==> src/rtl/mbl_pkg.sv <==
package mbl_pkg;
  localparam int BYTE_W    = 8;
  localparam int NUM_PORTS = 4;
  localparam int SEL_W     = $clog2(NUM_PORTS);
  localparam int ADDR_W    = 2 * BYTE_W;

  typedef struct packed {
    logic latchBase;
    logic writeByte;
    logic finish;
  } mblStrobeT;

  typedef enum logic [1:0] {ST_IDLE, ST_XFER, ST_DONE} mblStateT;
endpackage

==> src/rtl/mbl_ctrl.sv <==
module mbl_ctrl
  import mbl_pkg::*;
#(
  parameter logic [BYTE_W-1:0] KICK_TOKEN = 8'hCC
) (
  input  logic              clk,
  input  logic              rstN,
  input  logic [BYTE_W-1:0] in0,
  input  logic [BYTE_W-1:0] in1,
  output mblStrobeT         strb
);
  mblStateT          state, nextState;
  logic [BYTE_W-1:0] expIdx, nextIdx, lastIn0;
  logic              fresh;

  assign fresh = (in0 != lastIn0);

  always_comb begin
    strb      = '0;
    nextState = state;
    nextIdx   = expIdx;
    case (state)
      ST_IDLE: begin
        if (fresh && in0 == KICK_TOKEN) begin
          strb.latchBase = 1'b1;
          nextState      = ST_XFER;
          nextIdx        = '0;
        end
      end
      ST_XFER: begin
        if (fresh && in0 == expIdx) begin
          strb.writeByte = 1'b1;
          nextIdx        = expIdx + 1'b1;
        end else if (fresh && in0 == expIdx + 1'b1) begin
          if (in1 == '0) begin
            strb.finish = 1'b1;
            nextState   = ST_DONE;
          end else begin
            strb.latchBase = 1'b1;
            nextIdx        = '0;
          end
        end
      end
      default: ;
    endcase
  end

  always_ff @(posedge clk) begin
    if (!rstN) begin
      state   <= ST_IDLE;
      expIdx  <= '0;
      lastIn0 <= '0;
    end else begin
      state   <= nextState;
      expIdx  <= nextIdx;
      lastIn0 <= in0;
    end
  end

  // at most one action per cycle
  a_r3_single_action: assert property (@(posedge clk) disable iff (!rstN)
    $onehot0({strb.latchBase, strb.writeByte, strb.finish}));

  // once finished, the loader stays finished and quiet
  a_r9_done_sticky: assert property (@(posedge clk) disable iff (!rstN)
    state == ST_DONE |=> state == ST_DONE && strb == '0);

  // an unchanged port 0 never triggers an action
  a_r6_needs_change: assert property (@(posedge clk) disable iff (!rstN)
    !fresh |-> strb == '0);
endmodule

==> src/rtl/mbl_datapath.sv <==
module mbl_datapath
  import mbl_pkg::*;
#(
  parameter logic [BYTE_W-1:0] READY_LO = 8'hAA,
  parameter logic [BYTE_W-1:0] READY_HI = 8'hBB
) (
  input  logic              clk,
  input  logic              rstN,
  input  logic              hostWrEn,
  input  logic [SEL_W-1:0]  hostWrSel,
  input  logic [BYTE_W-1:0] hostWrData,
  input  logic [SEL_W-1:0]  hostRdSel,
  output logic [BYTE_W-1:0] hostRdByte,
  output logic [ADDR_W-1:0] hostRdPair,
  input  mblStrobeT         strb,
  output logic [BYTE_W-1:0] in0,
  output logic [BYTE_W-1:0] in1,
  output logic              ramWe,
  output logic [ADDR_W-1:0] ramAddr,
  output logic [BYTE_W-1:0] ramWdata,
  output logic [ADDR_W-1:0] entryAddr,
  output logic              startPulse
);
  logic [NUM_PORTS-1:0][BYTE_W-1:0] inReg;
  logic [NUM_PORTS-1:0][BYTE_W-1:0] outVec;
  logic [BYTE_W-1:0]                outEcho;
  logic [ADDR_W-1:0]                baseReg, byteCount, portAddr;

  assign in0      = inReg[0];
  assign in1      = inReg[1];
  assign portAddr = {inReg[3], inReg[2]};

  // Host-written side of every mailbox port
  always_ff @(posedge clk) begin
    if (!rstN) begin
      inReg <= '0;
    end else begin
      for (int p = 0; p < NUM_PORTS; p++) begin
        if (hostWrEn && hostWrSel == SEL_W'(p)) inReg[p] <= hostWrData;
      end
    end
  end

  // Loader-written side: port 0 echoes, port 1 holds the ready mark
  generate
    for (genvar g = 0; g < NUM_PORTS; g++) begin : g_out
      if (g == 0) begin : g_echo
        assign outVec[g] = outEcho;
      end else if (g == 1) begin : g_mark
        assign outVec[g] = READY_HI;
      end else begin : g_zero
        assign outVec[g] = '0;
      end
    end
  endgenerate

  assign hostRdByte = outVec[hostRdSel];
  assign hostRdPair = {outVec[1], outVec[0]};

  always_ff @(posedge clk) begin
    if (!rstN) begin
      outEcho    <= READY_LO;
      baseReg    <= '0;
      byteCount  <= '0;
      ramWe      <= 1'b0;
      ramAddr    <= '0;
      ramWdata   <= '0;
      entryAddr  <= '0;
      startPulse <= 1'b0;
    end else begin
      ramWe      <= 1'b0;
      startPulse <= 1'b0;
      if (strb.latchBase) begin
        baseReg   <= portAddr;
        byteCount <= '0;
        outEcho   <= inReg[0];
      end
      if (strb.writeByte) begin
        ramWe     <= 1'b1;
        ramAddr   <= baseReg + byteCount;
        ramWdata  <= inReg[1];
        byteCount <= byteCount + 1'b1;
        outEcho   <= inReg[0];
      end
      if (strb.finish) begin
        entryAddr  <= portAddr;
        startPulse <= 1'b1;
        outEcho    <= inReg[0];
      end
    end
  end

  // a write strobe lands at base plus counter with the port 1 byte
  a_r4_write_target: assert property (@(posedge clk) disable iff (!rstN)
    strb.writeByte |=> ramWe && ramAddr == $past(baseReg + byteCount)
                      && ramWdata == $past(inReg[1]));

  // without an action the echo holds
  a_r5_echo_quiet: assert property (@(posedge clk) disable iff (!rstN)
    strb == '0 |=> $stable(outEcho));

  // finish reports the entry address and a single pulse
  a_r7_entry_report: assert property (@(posedge clk) disable iff (!rstN)
    strb.finish |=> startPulse && entryAddr == $past(portAddr));

  a_r7_pulse_single: assert property (@(posedge clk) disable iff (!rstN)
    startPulse |=> !startPulse);
endmodule

==> src/rtl/mbox_boot_loader.sv <==
module mbox_boot_loader
  import mbl_pkg::*;
#(
  parameter logic [7:0] READY_LO   = 8'hAA,
  parameter logic [7:0] READY_HI   = 8'hBB,
  parameter logic [7:0] KICK_TOKEN = 8'hCC
) (
  input  logic        clk,
  input  logic        rstN,
  input  logic        hostWrEn,
  input  logic [1:0]  hostWrSel,
  input  logic [7:0]  hostWrData,
  input  logic [1:0]  hostRdSel,
  output logic [7:0]  hostRdByte,
  output logic [15:0] hostRdPair,
  output logic        ramWe,
  output logic [15:0] ramAddr,
  output logic [7:0]  ramWdata,
  output logic [15:0] entryAddr,
  output logic        startPulse
);
  mblStrobeT   strb;
  logic [7:0]  in0, in1;

  mbl_ctrl #(.KICK_TOKEN(KICK_TOKEN)) i_ctrl (
    .clk  (clk),
    .rstN (rstN),
    .in0  (in0),
    .in1  (in1),
    .strb (strb)
  );

  mbl_datapath #(.READY_LO(READY_LO), .READY_HI(READY_HI)) i_dp (
    .clk        (clk),
    .rstN       (rstN),
    .hostWrEn   (hostWrEn),
    .hostWrSel  (hostWrSel),
    .hostWrData (hostWrData),
    .hostRdSel  (hostRdSel),
    .hostRdByte (hostRdByte),
    .hostRdPair (hostRdPair),
    .strb       (strb),
    .in0        (in0),
    .in1        (in1),
    .ramWe      (ramWe),
    .ramAddr    (ramAddr),
    .ramWdata   (ramWdata),
    .entryAddr  (entryAddr),
    .startPulse (startPulse)
  );

  // no RAM write once the start pulse has fired
  logic started;
  always_ff @(posedge clk) begin
    if (!rstN) started <= 1'b0;
    else if (startPulse) started <= 1'b1;
  end

  a_r9_silent_after_start: assert property (@(posedge clk) disable iff (!rstN)
    started |-> !ramWe && !startPulse);
endmodule

==> config.mk <==
export PLATFORM = sky130hd
export DESIGN_NAME = mbox_boot_loader
export DESIGN_NICKNAME = d
export VERILOG_FILES = /design/src/rtl/mbl_pkg.sv /design/src/rtl/mbl_ctrl.sv /design/src/rtl/mbl_datapath.sv /design/src/rtl/mbox_boot_loader.sv
export SDC_FILE = /design/constraint.sdc
export NUM_CORES = 1
export LEC_CHECK = 0
export BUFFER_PORTS_ARGS = -buffer_cell sky130_fd_sc_hd__buf_4
export CAP_MARGIN = 20
export CORE_MARGIN = 8
export CORE_UTILIZATION = 45
export DETAILED_ROUTE_END_ITERATION = 7
export GPL_TIMING_DRIVEN = 1
export PLACE_DENSITY = 0.72
export SYNTH_ARGS = -nofsm -noshare
export SYNTH_HDL_FRONTEND = slang
export SYNTH_SLANG_ARGS = --single-unit
==> constraint.sdc <==
create_clock -name clk -period 2.9 [get_ports clk]
set_input_delay 0.29 -clock clk [delete_from_list [all_inputs] [get_ports clk]]
set_output_delay 0.29 -clock clk [all_outputs]
set_load 0.05 [all_outputs]
==> results.toml <==
[status]
status = "finished clean"

[clock_tree]
cts_tree = "built"
cts_hold_buf = 0
numCtsBuffers = 17
cts_buffer_depth = 2
cts_sinks = 132
htree_levels = 4
clkTransAtPathRegs_ns = 0.06
clk_latency_ns = 0.42
cts-root-buf = "clkbuf_16"

[timing]
finalClockSkew_ns = 0.00799
max_slew.worst_pin.slew_ns = 0.578
setup_tns_ns = 0
finalSetupViolCount = 0
period_minus_slack_ns = 2.71
slew_headroom = 0.615
rsz0062_at_grt = "false"
max_freq_mhz = 369
finalHoldViolations = 0
slew_violations = 0
period_share = 0.933

[hold_path]
hold_end = "i_dp.inReg[28]$_SDFFE_PN0P_"
hold_path_depth = 3
hp-class = "in -> reg"
worstHoldStart = "hostWrData[4]"

[power]
power_uw = 4180
p_leak_uw = 0.00345
p_per_area_mw_per_mm2 = 563
ir_drop_v = 0.000391

[cells_and_area]
drive_gt1_frac = 0.171
antenna_cells_inserted = 0
fin_nets = 788
area_growth_pct = 20.0
final_area_sq_mm = 0.00743
fill_cells = 1196

[synth]
synthTopCellsByArea = "dfxtp_1 43%, mux2i_1 12%, nor2_1 6.4%, ha_1 3.4%, nand2_1 3.4%"
synth_cell_types = 62
synth_warnings = 0
synth_seq_area_share = 0.427
synthArstFlopShare = 0
synth_seq_cells = 132
syn_area_per_cell_sq_um = 8.90
synth_edf_count = 0
syn_inst = 696
netlist_area_sq_mm = 0.00619
synth_top_area_share = 0.427
synth-main-ff-cell = "dfxtp_1"
synth_area_leader_cell = "dfxtp_1"

[drt]
avgRoutedWirePerCell_um = 16.2
routed_wl_um = 15300
drtIter0Drc = 394
firstDrtPassIters = 5
vias = 5121
vias_per_cell = 5.41
drc = 0
postRouteAntennaNets = 0

[placement]
hpwl_um = 11000
gp_congestion = 0.916
numPortBuffers = 72
dpl_cell_area_sq_mm = 0.00683

[setup_path]
cp.required_ns = 3.21
r2r_cells = 7
cp_max_fo = 9
reg2reg_to = "i_dp.byteCount[9]$_SDFFE_PN0P_"
worstSetupPathType = "reg -> reg"
start_kind = "register"
r2r-start = "i_ctrl.expIdx[2]$_SDFFE_PN0P_"
setup.worst_path.start = "i_ctrl.expIdx[2]$_SDFFE_PN0P_"
cp.arrival_ns = 3.01
end_kind = "register"
ff2ff_setup_slack_ns = 0.19

[floorplanning]
die_w_um = 133
die-area_sq_mm = 0.0178
start_util = 0.453
pin_count = 81
core_sq_mm = 0.0137
fp-row-count = 43
dieHeight_um = 133

[grt]
grt_use_total = 0.175
gr-total-overflow = 0
grt_max_degree = 81
grt_pass1_wl_um = 25500
antenna_found_initial = 0
first_global_vias = 5008

[job]
drv_cap = 0
Yosys cell counts (4+ instances only):
master    number
and2_1        11
or2_2          4
xor2_1         9
clkbuf_1      30
o21a_1         5
nand4_1       13
nor2_1       106
mux2i_1       75
nand2_1       56
inv_1          9
nand3_1       21
a31oi_1       13
dfxtp_1      132
o21ai_0       30
buf_4         10
a211oi_1       5
xnor2_1       18
o211a_1        5
buf_6          4
nor4_1         4
buf_2          4
ha_1          17
a21o_1         8
and3_1         9
nor2b_1        6
nor3_1        10
a21oi_1       35
kinds of logic after synthesis:
group | share of synthesized area
buffers and inverters | 0.0475
other | 0.00121
muxes | 0.121
xor gates and xnor gates | 0.0382
DFF | 0.427
AOI/OAI and AO/OA | 0.133
adders and majority gates | 0.0376
and+or+nand+nor | 0.194
cells in the final DEF, fill, tap and decap left out, types with 6 or more instances in the layout:
cell type  instances
ha_1              17
conb_1             8
nand3_1           20
nand2_1           56
nor3_1            10
and3_1             9
nor2b_1            6
mux2i_1           75
clkbuf_16         17
xnor2_1           18
xor2_1             9
inv_1              8
a21oi_1           35
nor2_1           106
nand4_1           13
a31oi_1           13
o21ai_0           30
dfxtp_1          132
buf_4             83
and2_1            11
a21o_1             8
per-stage QoR:
step	worst slack, ns	cells	hold slack, ns	utilization
3_3_place_gp	0.321	916	0.447	0.500
6_report	0.193	946	0.161	0.543
5_1_grt	0.0684	946	0.169	0.543
4_1_cts	0.226	946	0.154	0.543
2_1_floorplan	0.462	702	0.434	-
3_5_place_dp	0.245	916	0.451	0.500
critical path, cell delays in order, from the launching register on:
cell and delay [ns]:
dfxtp_1 0.48, and4_4 0.29, nand2_2 0.07, or4_4 0.52, a2111oi_4 0.46, nand3_2 0.17, and3_1 0.31, o221a_1 0.30
worst max-delay path by stage:
stage	cells after the start	to	slack, ns
after floorplan	9	i_dp.byteCount[9]$_SDFFE_PN0P_	0.46
after global placement	7	i_dp.byteCount[9]$_SDFFE_PN0P_	0.32
after detailed placement	7	i_dp.byteCount[9]$_SDFFE_PN0P_	0.24
after CTS	7	i_dp.byteCount[2]$_SDFFE_PN0P_	0.23
after global routing	7	i_dp.byteCount[9]$_SDFFE_PN0P_	0.07
final	7	i_dp.byteCount[9]$_SDFFE_PN0P_	0.19
where the power goes:
group,switching (uW),internal [uW]
combinational,137,67.2
clock,758,1370
sequential,20.2,1830
total,916,3270
routing by layer:
layer  share of wire  vias up  GRT usage
met5               0        -          0
met4           0.019        0     0.0736
met3           0.056       24     0.0452
met2            0.46      154      0.274
met1            0.46     2390      0.225
li1                -     2553          -
state kept, by name, indices dropped and copies added (netlist names):
register / flops
i_dp.byteCount: 16
i_dp.inReg: 16
i_ctrl.expIdx: 8
i_dp.in0: 8
i_dp.in1: 8
i_dp.ramWdata: 8
i_dp.entryAddr: 16
i_dp.ramWe: 1
i_dp.ramAddr: 16
i_dp.outEcho: 8
i_ctrl.state: 2
i_dp.baseReg: 16
i_ctrl.lastIn0: 8
i_dp.startPulse: 1
timing repair:
action	4_1_cts	5_1_grt
gates resized for setup	0	1
buffers inserted	0	0
endpoints found under the setup margin	0	1
final cells by class:
type	count	area (sq um)	share of cell area
clock buffer	23	498	0.0670
clock inverter	7	97.6	0.0131
inverter	9	33.8	0.00455
multi-input combinational	511	3290	0.443
sequential	132	2640	0.356
tap	180	225	0.0303
timing repair buffer	84	643	0.0866
(Power assumes the default switching activity.)
